`src/rtl/lock_seq_pkg.sv`:
```
package lock_seq_pkg;

  typedef enum logic [1:0] {
    LS_IDLE    = 2'd0,
    LS_DRAIN   = 2'd1,
    LS_LOCKED  = 2'd2,
    LS_RELEASE = 2'd3
  } lock_state_e;

endpackage

```
`src/rtl/lock_seq_pick.sv`:
```
// Fixed-priority picker: lowest set index wins.
module lock_seq_pick #(
  parameter int N  = 2,
  parameter int IW = 1
) (
  input  logic [N-1:0]  req,
  output logic          found,
  output logic [IW-1:0] idx
);

  always_comb begin
    found = 1'b0;
    idx   = '0;
    for (int i = N - 1; i >= 0; i--) begin
      if (req[i]) begin
        found = 1'b1;
        idx   = IW'(i);
      end
    end
  end

endmodule

```
`src/rtl/lock_seq_issue.sv`:
```
// Decides whether a selected transfer uses the downstream path and
// whether it carries the lock attribute there.
module lock_seq_issue (
  input  logic sel_write,
  input  logic sel_lock,
  input  logic sel_cache,
  input  logic lookup_hit,
  input  logic in_sequence,
  output logic need_dn,
  output logic lock_attr
);

  logic local_hit;

  always_comb begin
    local_hit = sel_cache && !sel_write && lookup_hit;
    need_dn   = !local_hit;
    lock_attr = in_sequence && sel_lock && !sel_cache;
  end

endmodule

```
`src/rtl/lock_seq_ctrl.sv`:
```
// Sequence state, owner, opening cacheability and outstanding tracking.
module lock_seq_ctrl
  import lock_seq_pkg::*;
#(
  parameter int PORT_W = 1
) (
  input  logic              clk,
  input  logic              rst_n,
  input  logic              start,
  input  logic [PORT_W-1:0] start_port,
  input  logic              start_cache,
  input  logic              all_empty,
  input  logic              end_seq,
  input  logic              lock_acc,
  input  logic              owner_done,
  output lock_state_e       state,
  output logic [PORT_W-1:0] owner,
  output logic              seq_cache,
  output logic              busy
);

  lock_state_e       state_d;
  logic              load_owner;
  logic              busy_en;
  logic              busy_d;

  always_comb begin
    state_d    = state;
    load_owner = 1'b0;
    unique case (state)
      LS_IDLE: begin
        if (start) begin
          state_d    = LS_DRAIN;
          load_owner = 1'b1;
        end
      end
      LS_DRAIN:   if (all_empty) state_d = LS_LOCKED;
      LS_LOCKED:  if (end_seq)   state_d = LS_RELEASE;
      LS_RELEASE: state_d = LS_IDLE;
      default:    state_d = LS_IDLE;
    endcase
  end

  always_comb begin
    busy_en = lock_acc || owner_done;
    busy_d  = lock_acc;
  end

  always_ff @(posedge clk or negedge rst_n) begin
    if (!rst_n) begin
      state <= LS_IDLE;
    end else begin
      state <= state_d;
    end
  end

  always_ff @(posedge clk or negedge rst_n) begin
    if (!rst_n) begin
      owner     <= '0;
      seq_cache <= 1'b0;
    end else if (load_owner) begin
      owner     <= start_port;
      seq_cache <= start_cache;
    end
  end

  always_ff @(posedge clk or negedge rst_n) begin
    if (!rst_n) begin
      busy <= 1'b0;
    end else if (busy_en) begin
      busy <= busy_d;
    end
  end

endmodule

```
`src/rtl/lock_seq_arbiter.sv`:
```
module lock_seq_arbiter
  import lock_seq_pkg::*;
#(
  parameter int  NUM_PORTS = 2,
  parameter int  NUM_BUFS  = 3,
  localparam int PORT_W    = $clog2(NUM_PORTS)
) (
  input  logic                 clk,
  input  logic                 rst_n,
  input  logic [NUM_PORTS-1:0] rd_req,
  input  logic [NUM_PORTS-1:0] rd_lock,
  input  logic [NUM_PORTS-1:0] rd_cache,
  input  logic [NUM_PORTS-1:0] wr_req,
  input  logic [NUM_PORTS-1:0] wr_lock,
  input  logic [NUM_PORTS-1:0] wr_cache,
  output logic [NUM_PORTS-1:0] rd_ack,
  output logic [NUM_PORTS-1:0] wr_ack,
  input  logic [NUM_PORTS-1:0] txn_done,
  input  logic                 lookup_hit,
  input  logic [NUM_BUFS-1:0]  buf_empty,
  output logic                 dn_valid,
  input  logic                 dn_ready,
  output logic                 dn_write,
  output logic                 dn_lock,
  output logic [PORT_W-1:0]    dn_port,
  output logic                 err_outstanding,
  output logic                 err_mix,
  output logic                 err_dual
);

  lock_state_e         seq_state;
  logic [PORT_W-1:0]   owner_q;
  logic                seq_cache_q;
  logic                seq_busy;

  logic [NUM_PORTS-1:0] port_lockreq;
  logic [NUM_PORTS-1:0] port_any;
  logic                 lk_found;
  logic [PORT_W-1:0]    lk_idx;
  logic                 any_found;
  logic [PORT_W-1:0]    any_idx;

  logic                 sel_valid;
  logic                 sel_rd;
  logic [PORT_W-1:0]    sel_port;
  logic                 sel_write;
  logic                 sel_lock;
  logic                 sel_cache;

  logic                 start;
  logic                 start_cache;
  logic                 can_go;
  logic                 end_seq;
  logic                 outst_c;
  logic                 mix_c;
  logic                 dual_c;
  logic                 need_dn;
  logic                 lock_attr;
  logic                 acc;
  logic                 lock_acc;
  logic                 in_sequence;

  always_comb begin
    port_lockreq = (rd_req & rd_lock) | (wr_req & wr_lock);
    port_any     = rd_req | wr_req;
  end

  lock_seq_pick #(.N(NUM_PORTS), .IW(PORT_W)) u_pick_lock (
    .req   (port_lockreq),
    .found (lk_found),
    .idx   (lk_idx)
  );

  lock_seq_pick #(.N(NUM_PORTS), .IW(PORT_W)) u_pick_any (
    .req   (port_any),
    .found (any_found),
    .idx   (any_idx)
  );

  // Which port and channel is looked at this cycle.
  always_comb begin
    sel_valid = 1'b0;
    sel_port  = '0;
    sel_rd    = 1'b0;
    unique case (seq_state)
      LS_IDLE: begin
        if (!lk_found && any_found) begin
          sel_valid = 1'b1;
          sel_port  = any_idx;
          sel_rd    = rd_req[any_idx];
        end
      end
      LS_LOCKED: begin
        sel_port  = owner_q;
        sel_valid = port_any[owner_q];
        sel_rd    = rd_req[owner_q];
      end
      default: begin
        sel_valid = 1'b0;
      end
    endcase
  end

  always_comb begin
    sel_write = !sel_rd;
    sel_lock  = sel_rd ? rd_lock[sel_port]  : wr_lock[sel_port];
    sel_cache = sel_rd ? rd_cache[sel_port] : wr_cache[sel_port];
  end

  // Sequence opening, acceptance gating and error conditions.
  always_comb begin
    start       = 1'b0;
    start_cache = 1'b0;
    dual_c      = 1'b0;
    can_go      = 1'b0;
    end_seq     = 1'b0;
    outst_c     = 1'b0;
    mix_c       = 1'b0;
    unique case (seq_state)
      LS_IDLE: begin
        if (lk_found) begin
          start       = 1'b1;
          start_cache = (rd_req[lk_idx] && rd_lock[lk_idx]) ? rd_cache[lk_idx]
                                                            : wr_cache[lk_idx];
          dual_c      = rd_req[lk_idx] && rd_lock[lk_idx] &&
                        wr_req[lk_idx] && wr_lock[lk_idx];
        end else begin
          can_go = any_found;
        end
      end
      LS_LOCKED: begin
        if (sel_valid) begin
          if (sel_lock) begin
            if (seq_busy) begin
              outst_c = 1'b1;
            end else begin
              can_go = 1'b1;
              mix_c  = (sel_cache != seq_cache_q);
            end
          end else if (!seq_busy) begin
            end_seq = 1'b1;
          end
        end
      end
      default: begin
        can_go = 1'b0;
      end
    endcase
  end

  assign in_sequence = (seq_state == LS_LOCKED);

  lock_seq_issue u_issue (
    .sel_write   (sel_write),
    .sel_lock    (sel_lock),
    .sel_cache   (sel_cache),
    .lookup_hit  (lookup_hit),
    .in_sequence (in_sequence),
    .need_dn     (need_dn),
    .lock_attr   (lock_attr)
  );

  always_comb begin
    acc      = sel_valid && can_go && (!need_dn || dn_ready);
    dn_valid = sel_valid && can_go && need_dn;
    dn_write = sel_write;
    dn_lock  = dn_valid && lock_attr;
    dn_port  = sel_port;
    lock_acc = acc && in_sequence && sel_lock;
  end

  for (genvar p = 0; p < NUM_PORTS; p++) begin : g_ack
    assign rd_ack[p] = acc && sel_rd    && (sel_port == PORT_W'(p));
    assign wr_ack[p] = acc && sel_write && (sel_port == PORT_W'(p));
  end

  lock_seq_ctrl #(.PORT_W(PORT_W)) u_ctrl (
    .clk         (clk),
    .rst_n       (rst_n),
    .start       (start),
    .start_port  (lk_idx),
    .start_cache (start_cache),
    .all_empty   (&buf_empty),
    .end_seq     (end_seq),
    .lock_acc    (lock_acc),
    .owner_done  (txn_done[owner_q]),
    .state       (seq_state),
    .owner       (owner_q),
    .seq_cache   (seq_cache_q),
    .busy        (seq_busy)
  );

  always_ff @(posedge clk or negedge rst_n) begin
    if (!rst_n) begin
      err_outstanding <= 1'b0;
      err_mix         <= 1'b0;
      err_dual        <= 1'b0;
    end else begin
      err_outstanding <= outst_c;
      err_mix         <= mix_c;
      err_dual        <= dual_c;
    end
  end

endmodule

```
`config.mk`:
```
export PLATFORM = sky130hd
export DESIGN_NAME = lock_seq_arbiter
export DESIGN_NICKNAME = d
export VERILOG_FILES = /design/src/rtl/lock_seq_pkg.sv /design/src/rtl/lock_seq_pick.sv /design/src/rtl/lock_seq_issue.sv /design/src/rtl/lock_seq_ctrl.sv /design/src/rtl/lock_seq_arbiter.sv
export SDC_FILE = /design/constraint.sdc
export NUM_CORES = 1
export LEC_CHECK = 0
export BUFFER_PORTS_ARGS = -buffer_cell sky130_fd_sc_hd__buf_2
export CAP_MARGIN = 20
export CORE_ASPECT_RATIO = 1.2
export CORE_MARGIN = 2
export CORE_UTILIZATION = 50
export CTS_CLUSTER_SIZE = 25
export DETAILED_ROUTE_END_ITERATION = 8
export GPL_ROUTABILITY_DRIVEN = 0
export MAX_ROUTING_LAYER = met4
export PLACE_DENSITY = 0.88
export SLEW_MARGIN = 20
export SYNTH_ARGS = -nofsm -noshare
export SYNTH_HDL_FRONTEND = slang
export SYNTH_SLANG_ARGS = --single-unit
export TNS_END_PERCENT = 1
```
`constraint.sdc`:
```
create_clock -name clk -period 3.6 [get_ports clk]
set_clock_uncertainty 0.1 [all_clocks]
set_input_delay 0.18 -clock clk [delete_from_list [all_inputs] [get_ports clk]]
set_output_delay 0.18 -clock clk [all_outputs]
set_load 0.005 [all_outputs]
```
---- Yosys cells after proc, flatten, opt, wreduce, memory -nomap -nowiden ----
Cells that the tools add are included.
cells by class
  multiplexer cells ....................... 71
  bitwise logic cells ..................... 5
  magnitude comparators ................... 4
  reduce and logical (&&, ||, !) cells .... 29
  equal/unequal tests ..................... 7
operators by type and width
  kind                                                 count
  2-to-1 mux 1 bit                                     63
  logical AND 1 bit                                    20
  < comparator 1 x 2 -> 1 bit, second input constant   4
  one-hot mux 1 bit (2 select lines)                   4
  one-hot mux 2 bit (4 select lines)                   1
  2-to-1 mux 2 bit                                     3
  AND reduction 3 bit                                  2
  AND 2 bit                                            2
  equality test 2 bit, second input constant           2
  zero test 1 bit                                      4
  != test 2 bit, second input constant                 2
  OR 2 bit                                             2
  equality test 2 x 1 -> 1 bit, second input constant  1
  zero test 2 bit                                      1
  logical OR 1 bit                                     2
  != test 2 x 1 -> 1 bit, second input constant        1
  != test 1 bit                                        1
  NOT 1 bit                                            1
word-level totals
  flip-flop bits (word level) ............. 8
  word-level logic and storage cells ...... 123
  input port bits ......................... 21
  output and inout port bits .............. 11

---- Depth between registers and ports, before layout ----
Gate-level depths: netlist of run 1.
  depth after elaboration ................. 19
  depth in mapped cells ................... 9
  mapped depth without buffers ............ 8

---- Cells and area by module ----
From an unflattened synthesis of run 1, not the netlist that was laid out.
unflattened totals
  cells, all modules ...................... 106
  area, all modules ....................... 844.6 um2
by module, submodules not included
  module            sequential area each (um2)  instances  area an instance (um2)  cells each
  lock_seq_arbiter  75.1                        1          533.0                   79
  lock_seq_ctrl     125.1                       1          265.3                   21
  lock_seq_pick     0.0                         2          15.0                    2
  lock_seq_issue    0.0                         1          16.3                    2

---- Least setup slack after synthesis of run 1 ----
OpenSTA, ideal clock, no wires.
  path kind ............................... register to register
  from .................................... reg u_ctrl.state[0]
  to ...................................... reg err_mix
  data required time ...................... 3.406 ns
  library setup time ...................... 0.094 ns
  path buffers ............................ 1
  period minus slack after synthesis ...... 2.271 ns
  stages on the path, launching flop included .. 10
  slack ................................... 1.329 ns
  arrival time ............................ 2.077 ns
  cell sequence ........................... dfrtp_1 inv_1 ha_1 clkbuf_1 nand2_1 o21ai_4 inv_4 o221a_1 or4_1 a211oi_1
on the way
  word-level cells in the longest chain between the ends .. 10
  elaborated cells between the ends (all ways) .. 20
  classes of those cells .................. eq/ne: 2; mux: 17; reduce/logical: 1
RTL lines
  item                                                           line                                             text
  from (decl)                                                    lock_seq_ctrl.sv:16                              output lock_state_e state,
  from (signal assigned)                                         lock_seq_ctrl.sv:53                              state <= state_d;
  equality test 2 bit / zero test 2 bit (equally long branches)  lock_seq_arbiter.sv:85, lock_seq_arbiter.sv:119
  one-hot mux 1 bit (2 select lines)                             lock_seq_arbiter.sv:85                           unique case (seq_state)
  2-to-1 mux 1 bit (not written as such) (2 in series)           lock_seq_arbiter.sv:107                          sel_cache = sel_rd ? rd_cache[sel_port] : wr_cache[sel_port];
  2-to-1 mux 1 bit                                               lock_seq_arbiter.sv:107
  != test 1 bit                                                  lock_seq_arbiter.sv:138                          mix_c = (sel_cache != seq_cache_q);
  2-to-1 mux 1 bit                                               lock_seq_arbiter.sv:134                          if (seq_busy) begin
  2-to-1 mux 1 bit                                               lock_seq_arbiter.sv:133                          if (sel_lock) begin
  2-to-1 mux 1 bit                                               lock_seq_arbiter.sv:132                          if (sel_valid) begin
  2-to-1 mux 1 bit (*)                                           lock_seq_arbiter.sv:119                          unique case (seq_state)
  named net mix_c                                                lock_seq_arbiter.sv:55                           logic mix_c;
  to (signal assigned)                                           lock_seq_arbiter.sv:200                          err_mix <= mix_c;
  to (decl)                                                      lock_seq_arbiter.sv:27                           output logic err_mix,
Mark *: on every way through the listed nets, which the timed path passes. The rest lies on a longest branch. The select of a mux whose other input is x is not followed.
A chain may end at the register's enable or synchronous reset.

---- Worst setup path in the final report of run 1 ----
  from .................................... reg u_ctrl.state[0]
  to ...................................... out dn_valid
on the way
  word-level cells in the longest chain between the ends .. 10
  elaborated cells between the ends (all ways) .. 23
  classes of those cells .................. eq/ne: 1; mux: 16; reduce/logical: 6
RTL lines
  item                                                           line                                             text
  equality test 2 bit / zero test 2 bit (equally long branches)  lock_seq_arbiter.sv:85, lock_seq_arbiter.sv:119
  one-hot mux 1 bit (2 select lines)                             lock_seq_arbiter.sv:85
  2-to-1 mux 1 bit (not written as such) (2 in series)           lock_seq_arbiter.sv:106                          sel_lock = sel_rd ? rd_lock[sel_port] : wr_lock[sel_port];
  2-to-1 mux 1 bit                                               lock_seq_arbiter.sv:106
  2-to-1 mux 1 bit                                               lock_seq_arbiter.sv:133
  2-to-1 mux 1 bit                                               lock_seq_arbiter.sv:132
  one-hot mux 1 bit (2 select lines)                             lock_seq_arbiter.sv:119
  logical AND 1 bit                                              lock_seq_arbiter.sv:165                          dn_valid = sel_valid && can_go && need_dn;
  logical AND 1 bit (*)                                          lock_seq_arbiter.sv:165
  to (decl)                                                      lock_seq_arbiter.sv:21                           output logic dn_valid,
Every way passes the cells marked *; elsewhere a longest branch is shown, timed or not. The select of a mux whose other input is x is not followed.

==> results.ini, run 1 <==
[yosys]
synth_seq_cells=8
synthCells=98
yosysTopAreaCell=dfrtp_1
synth_edf_count=0
synth_fp_nets=122
synth_cell_type_count=32
synth.top_cell.area_share_pct=25.48
syn_area_um2=785.8
synth_area_leaders=dfrtp_1 25%, mux2_2 5.7%, nand2_1 5.7%
synth-warning-count=0
synth-main-ff-cell=dfrtp_1
synthArstFlopShare_pct=100.0
synthTopCellsByCount=12 x nand2_1, 10 x inv_1, 9 x nor2_1, 8 x dfrtp_1, 6 x a21oi_1
yosysMostFrequentCell=nand2_1
syn_area_per_cell_um2=8.018
ys_seq_area_share_pct=25.48

[place]
placed_area_um2=958.4
pre_cts_slack_ns=1.170
hpwlAfterDp_um=1826
portBuffers=31
post-place-cells=145

[pwr]
p_sw_share_pct=47.82
switchingPower_mw=0.2882
p_leak_nw=0.4986
clockPowerShare_pct=10.9
intPower_mw=0.3145
powerDensity_nw_per_um2=608.2
peakVddDrop_v=0.0003344
power_mw=0.6027
combPwrFrac_pct=63.6
seq_power_share_pct=25.4

[setup_path]
required_ns=3.32
rrSetupSlack_ns=1.16
slowest_delay_ns=0.40
crit_type=flip-flop to primary output
cpMaxStageDelayCell=dfrtp_1
setup.worst_path.end_class=primary output
crit_arrival_ns=2.45
crit_fanout=7
r2r_cells=8
crit_chain=inv_1 -> ha_1 -> nand3_4 -> o21a_1 -> o221ai_1 -> a41oi_1 -> a31oi_1 -> buf_2
start_kind=flip-flop

[grt]
grt_pass1_wl_um=3574
antenna_found_initial=0
overflow=0
grt_pass1_vias=864
grt_usage_pct=28.01
grt_max_degree=10

[sta]
fmax_ghz=0.3664
period_needed_ns=2.729
worst_pin_slew_ns=0.4842
worst_slack_ns=0.8708
setup_viol=0
rsz0062_at_grt=no
tns_ns=0
report.final.slew_viol_count=0
finalHoldViolCount=0
hold_ws_ns=0.1380
slew_headroom_pct=67.42
post-route-period-util_pct=75.81

[detailed_routing]
drt-initial-drc-count=37
ant_nets=0
via_count=939
via_per_inst=6.302
drt-total-wl_um=2270
dr.pass1.iters=5
wire_per_inst_um=15.23
drc=0

[clock_network]
cts.sinks=8
cts_buffers=3
cts_buffer_depth=2
cts-resized-gates=0
h-tree-depth=1
cts_root_buffer=clkbuf_4
cts_tree=yes
clk_latency_ns=0.25
clk_pin_slew_worst_paths_ns=0.05

[layout]
drive_above_1_share_pct=32.58
nNetsFinal=158
syn2layout_area_growth_pct=26.11
fillers=130
utilization_pct=67.69
regArea_um2=200.2
multi_input_area_um2=538.0
layoutNonFillerInstCount=149
antennaDiodeCount=0
fin_area_um2=991.0

[floorplan]
die_y_um=47.43
core-area_um2=1464
start_util_pct=53.68
die-area_um2=1906
pin_count=32
die_w_um=40.19
num_rows=15

[status]
status=finished clean

[worst_hold_path]
hold_depth=3
hold_path.class=input pin to flip-flop

[flow_run]
maxCapViolCount=0

==> layer usage <==
metal / GRT usage (%) / routed length (um) / vias up
met5: - / 0 / -
met4: 12.00 / 61 / 0
met3: 3.721 / 145 / 8
met2: 50.65 / 1197 / 60
met1: 29.77 / 866 / 428
li1: - / - / 443
==> logic make-up after synthesis <==
family / share of synthesized area, %
DFF: 25.48
buffers and inverters: 6.052
and+or+nand+nor: 23.25
AOI/OAI and AO/OA: 34.71
adders and majority gates: 4.778
muxes: 5.732
==> state kept, by name, summed over array words and instances, names as in the netlist <==
signal and count:
u_ctrl.state 2, err_mix 1, u_ctrl.owner 1, u_ctrl.seq_cache 1, err_dual 1, err_outstanding 1
u_ctrl.busy 1
==> timing repair <==
item / in CTS / in global routing
hold buffers: 1 / 0
endpoints found under the hold margin: 8 / 0
endpoints found under the setup margin: 0 / 0
buffers inserted: 0 / 0
==> cells in the final DEF (no fill, tap or decap) <==
| cell type | n |
|---|---|
| a2bb2oi_1 | 1 |
| buf_2 | 31 |
| or4_1 | 1 |
| a32oi_1 | 1 |
| o21ai_0 | 5 |
| clkbuf_4 | 3 |
| dfrtp_1 | 8 |
| and2_1 | 1 |
| nand2b_1 | 1 |
| mux2_2 | 4 |
| o31ai_1 | 2 |
| o221ai_1 | 2 |
| nand3_1 | 4 |
| o21a_1 | 1 |
| o221a_1 | 1 |
| nor2_1 | 9 |
| o32ai_1 | 1 |
| nor4_1 | 4 |
| nand3_4 | 1 |
| nand4_1 | 1 |
| inv_1 | 10 |
| o21ai_4 | 1 |
| a22oi_4 | 2 |
| a41oi_1 | 1 |
| dlygate4sd3_1 | 1 |
| nand2_1 | 12 |
| a211o_1 | 1 |
| a31oi_1 | 3 |
| ha_1 | 3 |
| a21oi_1 | 6 |
| o211ai_1 | 3 |
| a211oi_1 | 3 |
| nor3_1 | 3 |
| inv_4 | 1 |
==> worst paths after layout <==
kind / start / end
max in group asynchronous: rst_n / err_outstanding
min in group asynchronous: rst_n / err_dual
setup reg to reg: u_ctrl.state[0] / err_mix
hold reg to reg: u_ctrl.busy / err_mix
hold / removal: wr_req[1] / err_dual
setup / recovery: u_ctrl.state[0] / dn_valid
==> layout make-up <==
cell class | count | area share [%]
repair buffers | 32 | 16.67
multi-input cells | 78 | 54.29
well taps | 17 | 2.146
inverters | 11 | 4.419
clock buffers | 3 | 2.273
flip-flops and latches | 8 | 20.20
==> critical path: cells and delay by family (launching register included) <==
family	cells	cell delay [ns]
adders and majority gates	1	0.27
and+or+nand+nor	1	0.15
DFF	1	0.40
buffers and inverters	2	0.25
AOI/OAI and AO/OA	4	1.13
==> power groups by stage <==
stage | sequential [mW] | clock [mW] | combinational (mW)
6_report | 0.153 | 0.0659 | 0.383
5_1_grt | 0.156 | 0.0722 | 0.422
4_1_cts | 0.153 | 0.0676 | 0.378
3_5_place_dp | 0.153 | 0 | 0.374
3_3_place_gp | 0.149 | 0 | 0.362
2_1_floorplan | 0.141 | 0 | 0.279
Note: power is estimated with default switching activity, not from simulation.
==> run 2, diff against run 1 <==
--- a/config.mk
+++ b/config.mk
@@ -9,12 +9,12 @@
 export CAP_MARGIN = 20
 export CORE_ASPECT_RATIO = 1.2
 export CORE_MARGIN = 2
-export CORE_UTILIZATION = 50
+export CORE_UTILIZATION = 42
 export CTS_CLUSTER_SIZE = 25
 export DETAILED_ROUTE_END_ITERATION = 8
 export GPL_ROUTABILITY_DRIVEN = 0
 export MAX_ROUTING_LAYER = met4
-export PLACE_DENSITY = 0.88
+export PLACE_DENSITY = 0.8
 export SLEW_MARGIN = 20
 export SYNTH_ARGS = -nofsm -noshare
 export SYNTH_HDL_FRONTEND = slang
==> constraint.sdc (replaced) <==
create_clock -name clk -period 2.32 [get_ports clk]
set_clock_uncertainty 0.1 [all_clocks]
set_input_delay 0.116 -clock clk [delete_from_list [all_inputs] [get_ports clk]]
set_output_delay 0.116 -clock clk [all_outputs]
set_load 0.005 [all_outputs]
==> run 2 against run 1 <==
Against the previous run:
- the run now ends with setup timing left
- cell area is 17% higher
- setup slack worse by 0.93 ns
- global-route usage down 4.8 points
- sequential power rose by 48%
- sequential share of layout area is 3.0 points lower
- non-clock buffer count up 11
- critical path depth is the same
- register-to-register slack got worse by 1.1 ns
- worst hold slack worse by 0.055 ns
- critical endpoint unchanged
==> results.ini, run 2 (synthesized netlist as in run 1, its figures left out) <==
[layout]
antennaDiodeCount=0  ; unchanged
syn2layout_area_growth_pct=48.09
largest_reg_flops=2  ; unchanged
drive_above_1_share_pct=48.25  ; +16 points
mostFrequentLayoutCells=31 x buf_2, 12 x nand2_1, 11 x buf_4
largest_register=u_ctrl.state
layoutNonFillerInstCount=162  ; +8.7%
final_common_cell=buf_2
nNetsFinal=169  ; +7.0%
fin_area_um2=1164  ; +17%

[pwr]
powerDensity_nw_per_um2=1015  ; +67%
peakVddDrop_v=0.0005447  ; +63%
clockPowerShare_pct=8.8  ; -2.1 points
seq_power_share_pct=19.1  ; -6.3 points
p_sw_share_pct=45.10  ; -2.7 points
power_mw=1.181  ; +96%
intPower_mw=0.6486  ; +110%
p_leak_nw=0.5542  ; +11%
switchingPower_mw=0.5329  ; +85%
combPwrFrac_pct=72.1  ; +8.5 points

[status]
violations=setup timing
status=complete, but fails checks

[setup_path]
slowest_delay_ns=0.40  ; about the same
setup.worst_path.end_class=primary output
crit_chain=inv_2 -> ha_4 -> nand3_4 -> o21a_4 -> o211ai_1 -> a41oi_2 -> a31oi_1 -> buf_2
start_kind=flip-flop
path_delay_family=compound AO/OA/AOI/OAI gates
cpMaxStageDelayCell=dfrtp_1
crit_type=flip-flop to primary output
crit_arrival_ns=2.17  ; -0.28 ns
critical_path_buf_inv_count=2  ; unchanged
crit_fanout=5  ; -2
required_ns=2.10  ; -1.22 ns

[floorplan]
num_rows=17  ; +2
pin_count=32  ; unchanged
start_util_pct=43.46  ; -10 points
die_y_um=51.38  ; +8.3%
die_w_um=43.49  ; +8.2%
die-area_um2=2234  ; +17%
core-area_um2=1808  ; +24%

[grt]
grt_pass1_wl_um=3808  ; +6.5%
grt_usage_pct=23.19  ; -4.8 points
grt_max_degree=9  ; -1
antenna_found_initial=0  ; unchanged
overflow=0  ; unchanged
grt_pass1_vias=908  ; +5.1%

[sta]
worst_slack_ns=-0.06137  ; -0.9322 ns
fmax_ghz=0.4199
setup_viol=3  ; +3
rsz0062_at_grt=yes
slew_headroom_pct=65.66  ; -1.8 points
period_needed_ns=2.381
post-route-period-util_pct=102.6
report.final.slew_viol_count=0  ; unchanged
finalHoldViolCount=0  ; unchanged
worst_pin_slew_ns=0.5097  ; +0.02552 ns

[detailed_routing]
via_count=968  ; +3.1%
drt-total-wl_um=2443  ; +7.6%
ant_nets=0  ; unchanged
wire_per_inst_um=15.08  ; -1.0%
drt-initial-drc-count=25  ; -32%
via_per_inst=5.975  ; -5.2%
dr.pass1.iters=4  ; -1
drc=0  ; unchanged

[clock_network]
cts_tree=yes
clk_latency_ns=0.25  ; about the same
cts.sinks=8  ; unchanged
h-tree-depth=1  ; unchanged
cts_buffer_depth=2  ; unchanged
cts_root_buffer=clkbuf_4
cts_buffers=3  ; unchanged
clk_pin_slew_worst_paths_ns=0.05  ; about the same

[place]
post-place-cells=152  ; +4.8%
hpwlAfterDp_um=1694  ; -7.2%
pre_cts_slack_ns=0.03322  ; -1.136 ns
portBuffers=31  ; unchanged
placed_area_um2=998.5  ; +4.2%

[flow_run]
maxCapViolCount=0  ; unchanged

[worst_hold_path]
hold_path.class=input pin to flip-flop

[run 2: cell types whose count changed in the layout (fill, tap and decap cells not counted), sizes merged]
cell / delta
buf: +11
[run 2: area by class of cell]
| cell class | instances | area, um^2 |
|---|---|---|
| clock buffers | 3 | 22.52 |
| fillers | 139 | 644.4 |
| inverters | 11 | 43.79 |
| multi-input cells | 78 | 625.6 |
| flip-flops and latches | 8 | 200.2 |
| well taps | 19 | 23.77 |
| repair buffers | 43 | 247.7 |
[run 2: metal layers]
metal | wire [um] | GRT usage, % | up-vias
li1 | - | - | 467
met1 | 947 | 24.89 | 450
met2 | 1281 | 40.80 | 41
met3 | 121 | 0.3534 | 10
met4 | 92 | 16.16 | 0
met5 | 0 | - | -
[run 2: per-stage QoR]
step           hold slack [ns]  TNS [ns]  util (%)
6_report               0.08323   -0.1036     64.36
5_1_grt                0.08877    -1.056     64.36
4_1_cts                0.07466  -0.02708     60.76
3_5_place_dp           -0.1337         0     55.22
3_3_place_gp           -0.1354         0     55.22
2_1_floorplan          -0.2796         0         -
[run 2: repair_timing]
item                                    4_1_cts  5_1_grt
buffers inserted                              2        4
endpoints found under the setup margin        6        8
hold endpoints to repair                      8        0
gates resized for setup                      11        8
pin swaps                                     5        6
hold buffers                                  1        0
[run 2: worst reg2reg max path, delay by kind of cell, from the launching register on]
kind / cells / cell delay, ns
adders and majority gates: 1 / 0.16
DFF: 1 / 0.40
buffers and inverters: 2 / 0.21
and+or+nand+nor: 2 / 0.62
AOI/OAI and AO/OA: 3 / 0.73
[run 2: power groups by stage]
stage	sequential, mW	clock (mW)	combinational (mW)
2_1_floorplan	0.219	0	0.433
3_3_place_gp	0.218	0	0.633
3_5_place_dp	0.219	0	0.647
4_1_cts	0.217	0.107	0.735
5_1_grt	0.234	0.109	0.931
6_report	0.226	0.103	0.852
[run 2: worst paths after layout]
path	slack [ns]	start	depth (start not counted)	end
hold / removal	0.08	txn_done[1]	3	u_ctrl.busy
min in group asynchronous	0.14	rst_n	2	u_ctrl.state[1]
setup / recovery	-0.06	u_ctrl.state[0]	8	dn_valid
hold reg to reg	0.38	u_ctrl.busy	1	err_mix
setup reg to reg	0.02	u_ctrl.state[0]	8	err_mix
max in group asynchronous	1.81	rst_n	2	u_ctrl.state[0]
==> run 3, diff against run 2 <==
--- a/config.mk
+++ b/config.mk
@@ -7,7 +7,7 @@
 export LEC_CHECK = 0
 export BUFFER_PORTS_ARGS = -buffer_cell sky130_fd_sc_hd__buf_2
 export CAP_MARGIN = 20
-export CORE_ASPECT_RATIO = 1.2
+export CORE_ASPECT_RATIO = 0.7
 export CORE_MARGIN = 2
 export CORE_UTILIZATION = 42
 export CTS_CLUSTER_SIZE = 25
==> constraint.sdc (replaced) <==
create_clock -name clk -period 2.32 [get_ports clk]
set_clock_uncertainty 0.1 [all_clocks]
set_input_delay 0.348 -clock clk [delete_from_list [all_inputs] [get_ports clk]]
set_output_delay 0.348 -clock clk [all_outputs]
set_load 0.005 [all_outputs]
==> run 3 against run 2 <==
Against the previous run:
- the flow still finishes with violations (setup timing)
- total power up 26%
- register-to-register slack worse by 0.09 ns
- die area up 0.18%
- final cell count up 13%
- count of clock-buffer cells in the layout unchanged
- cell area up 17%
- via count up 15%
- core utilization up 11 points
- sequential share of layout area down 2.5 points
- setup slack worse by 0.15 ns
- critical path type is now input pin to primary output
- critical endpoint is now dn_lock
==> results.ini, run 3 (synthesized netlist as in run 1, its figures left out) <==
[status]
status=complete, but fails checks
violations=setup timing

[detailed_routing]
dr.pass1.iters=4  ; unchanged
wire_per_inst_um=18.73  ; +24%
via_per_inst=6.077  ; +1.7%
wl_met3_um=373  ; +210%
via_count=1112  ; +15%
drt-total-wl_um=3428  ; +40%
drt-initial-drc-count=64  ; +160%
drc=0  ; unchanged
top_layer=met4
ant_nets=0  ; unchanged
wirelength_met1_um=1422  ; +50%
met2_length_um=1519  ; +19%

[floorplan]
pin_count=32  ; unchanged
die_y_um=40.19  ; -22%
die_w_um=55.70  ; +28%
start_util_pct=43.52  ; +0.060 points
die-area_um2=2238  ; +0.18%
num_rows=13  ; -4
core-area_um2=1805  ; -0.14%

[sta]
fmax_ghz=0.3950  ; -5.9%
finalHoldViolCount=0  ; unchanged
report.final.slew_viol_count=0  ; unchanged
rsz0062_at_grt=yes
worst_pin_slew_ns=0.5868  ; +0.07708 ns
period_needed_ns=2.531  ; +0.1501 ns
worst_slack_ns=-0.2114  ; -0.1501 ns
setup_viol=8  ; +5
slew_headroom_pct=60.47  ; -5.2 points
tns_ns=-1.250  ; -1.146 ns
post-route-period-util_pct=109.1  ; +6.5 points

[pwr]
peakVddDrop_v=0.0005691  ; +4.5%
switchingPower_mw=0.6775  ; +27%
p_sw_share_pct=45.68  ; +0.58 points
seq_power_share_pct=15.2  ; -3.9 points
power_mw=1.483  ; +26%
intPower_mw=0.8055  ; +24%
combPwrFrac_pct=77.3  ; +5.2 points
powerDensity_nw_per_um2=1089  ; +7.3%
clockPowerShare_pct=7.5  ; -1.3 points
p_leak_nw=0.6604  ; +19%

[grt]
grt_max_degree=9  ; unchanged
antenna_found_initial=0  ; unchanged
grt_usage_pct=26.11  ; +2.9 points
grt_pass1_vias=899  ; -0.99%
grt_pass1_wl_um=4298  ; +13%
overflow=0  ; unchanged

[flow_run]
maxCapViolCount=0  ; unchanged

[layout]
largest_register=u_ctrl.state
drive_above_1_share_pct=55.90  ; +7.6 points
mostFrequentLayoutCells=31 x buf_2, 27 x buf_4, 11 x nand2_1
layoutNonFillerInstCount=183  ; +13%
largest_reg_flops=2  ; unchanged
nNetsFinal=187  ; +11%
syn2layout_area_growth_pct=73.25
antennaDiodeCount=0  ; unchanged
final_common_cell=buf_2
fin_area_um2=1361  ; +17%

[clock_network]
cts.sinks=8  ; unchanged
cts_tree=yes
cts_buffer_depth=2  ; unchanged
cts_buffers=3  ; unchanged
cts_root_buffer=clkbuf_4
clk_latency_ns=0.26  ; about the same
h-tree-depth=1  ; unchanged
clk_pin_slew_worst_paths_ns=0.06  ; about the same

[setup_path]
setup.worst_path.end_class=primary output
start_kind=input pin
crit_arrival_ns=2.08  ; -0.09 ns
r2r_cells=11  ; +3
crit_type=input pin to primary output
crit_fanout=4  ; -1
required_ns=1.87  ; -0.23 ns

[place]
hpwlAfterDp_um=2143  ; +27%
placed_area_um2=1137  ; +14%
portBuffers=31  ; unchanged
pre_cts_slack_ns=-0.1315  ; -0.1647 ns
post-place-cells=173  ; +14%

[worst_hold_path]
hold_path.class=input pin to flip-flop
hold_depth=3  ; unchanged

run 3: cell types whose count changed in the layout (fill, tap and decap cells not counted), sizes merged:
cell	delta
buf	+18
run 3: power groups by stage:
stage	clock [mW]	sequential [mW]	combinational (mW)
after floorplan	0	0.219	0.433
after global placement	0	0.215	0.758
after detailed placement	0	0.215	0.782
after CTS	0.110	0.217	0.967
after global routing	0.120	0.228	1.21
final	0.111	0.225	1.15
run 3: final timing paths:
kind / startpoint / end / slack (ns)
worst max-delay path: wr_req[1] / dn_lock / -0.21
worst min-delay path: txn_done[0] / u_ctrl.busy / 0.31
worst min register to register: u_ctrl.seq_cache / u_ctrl.seq_cache / 0.44
max in group asynchronous: rst_n / u_ctrl.owner / 1.57
worst max register to register: u_ctrl.state[0] / u_ctrl.state[1] / -0.07
min in group asynchronous: rst_n / err_outstanding / 0.36
run 3: routing by layer:
metal / vias up / GRT usage, %
met3: 14 / 4.839
met5: - / -
met1: 504 / 34.61
met2: 89 / 44.35
met4: 0 / 1.829
li1: 505 / -
run 3: through the flow:
stage / hold slack, ns / util, %
6_report: 0.3090 / 75.40
5_1_grt: 0.3115 / 75.40
4_1_cts: 0.3194 / 71.24
3_5_place_dp: 0.1026 / 62.99
3_3_place_gp: 0.09925 / 62.99
2_1_floorplan: -0.04759 / -
run 3: layout make-up:
| type | instances | area (um^2) |
|---|---|---|
| Fill cell | 125 | 444.2 |
| Clock buffer | 3 | 22.52 |
| Timing Repair Buffer | 61 | 399.1 |
| Multi-Input combinational cell | 78 | 668.1 |
| Tap cell | 22 | 27.53 |
| Inverter | 11 | 43.79 |
| Sequential cell | 8 | 200.2 |
run 3: what timing repair did:
action | in CTS | in global routing
pin swaps | 8 | 9
resized for setup | 19 | 7
endpoints found under the hold margin | 8 | 0
setup endpoints to repair | 6 | 9
setup buffers | 3 | 4
hold buffers | 1 | 0
run 3: worst max-delay path, cell delays in order:
cell	delay, ns
buf_2	0.14
o21ai_0	0.50
nor2_1	0.25
nor4_2	0.39
nor2_1	0.11
a211oi_2	0.21
buf_2	0.14
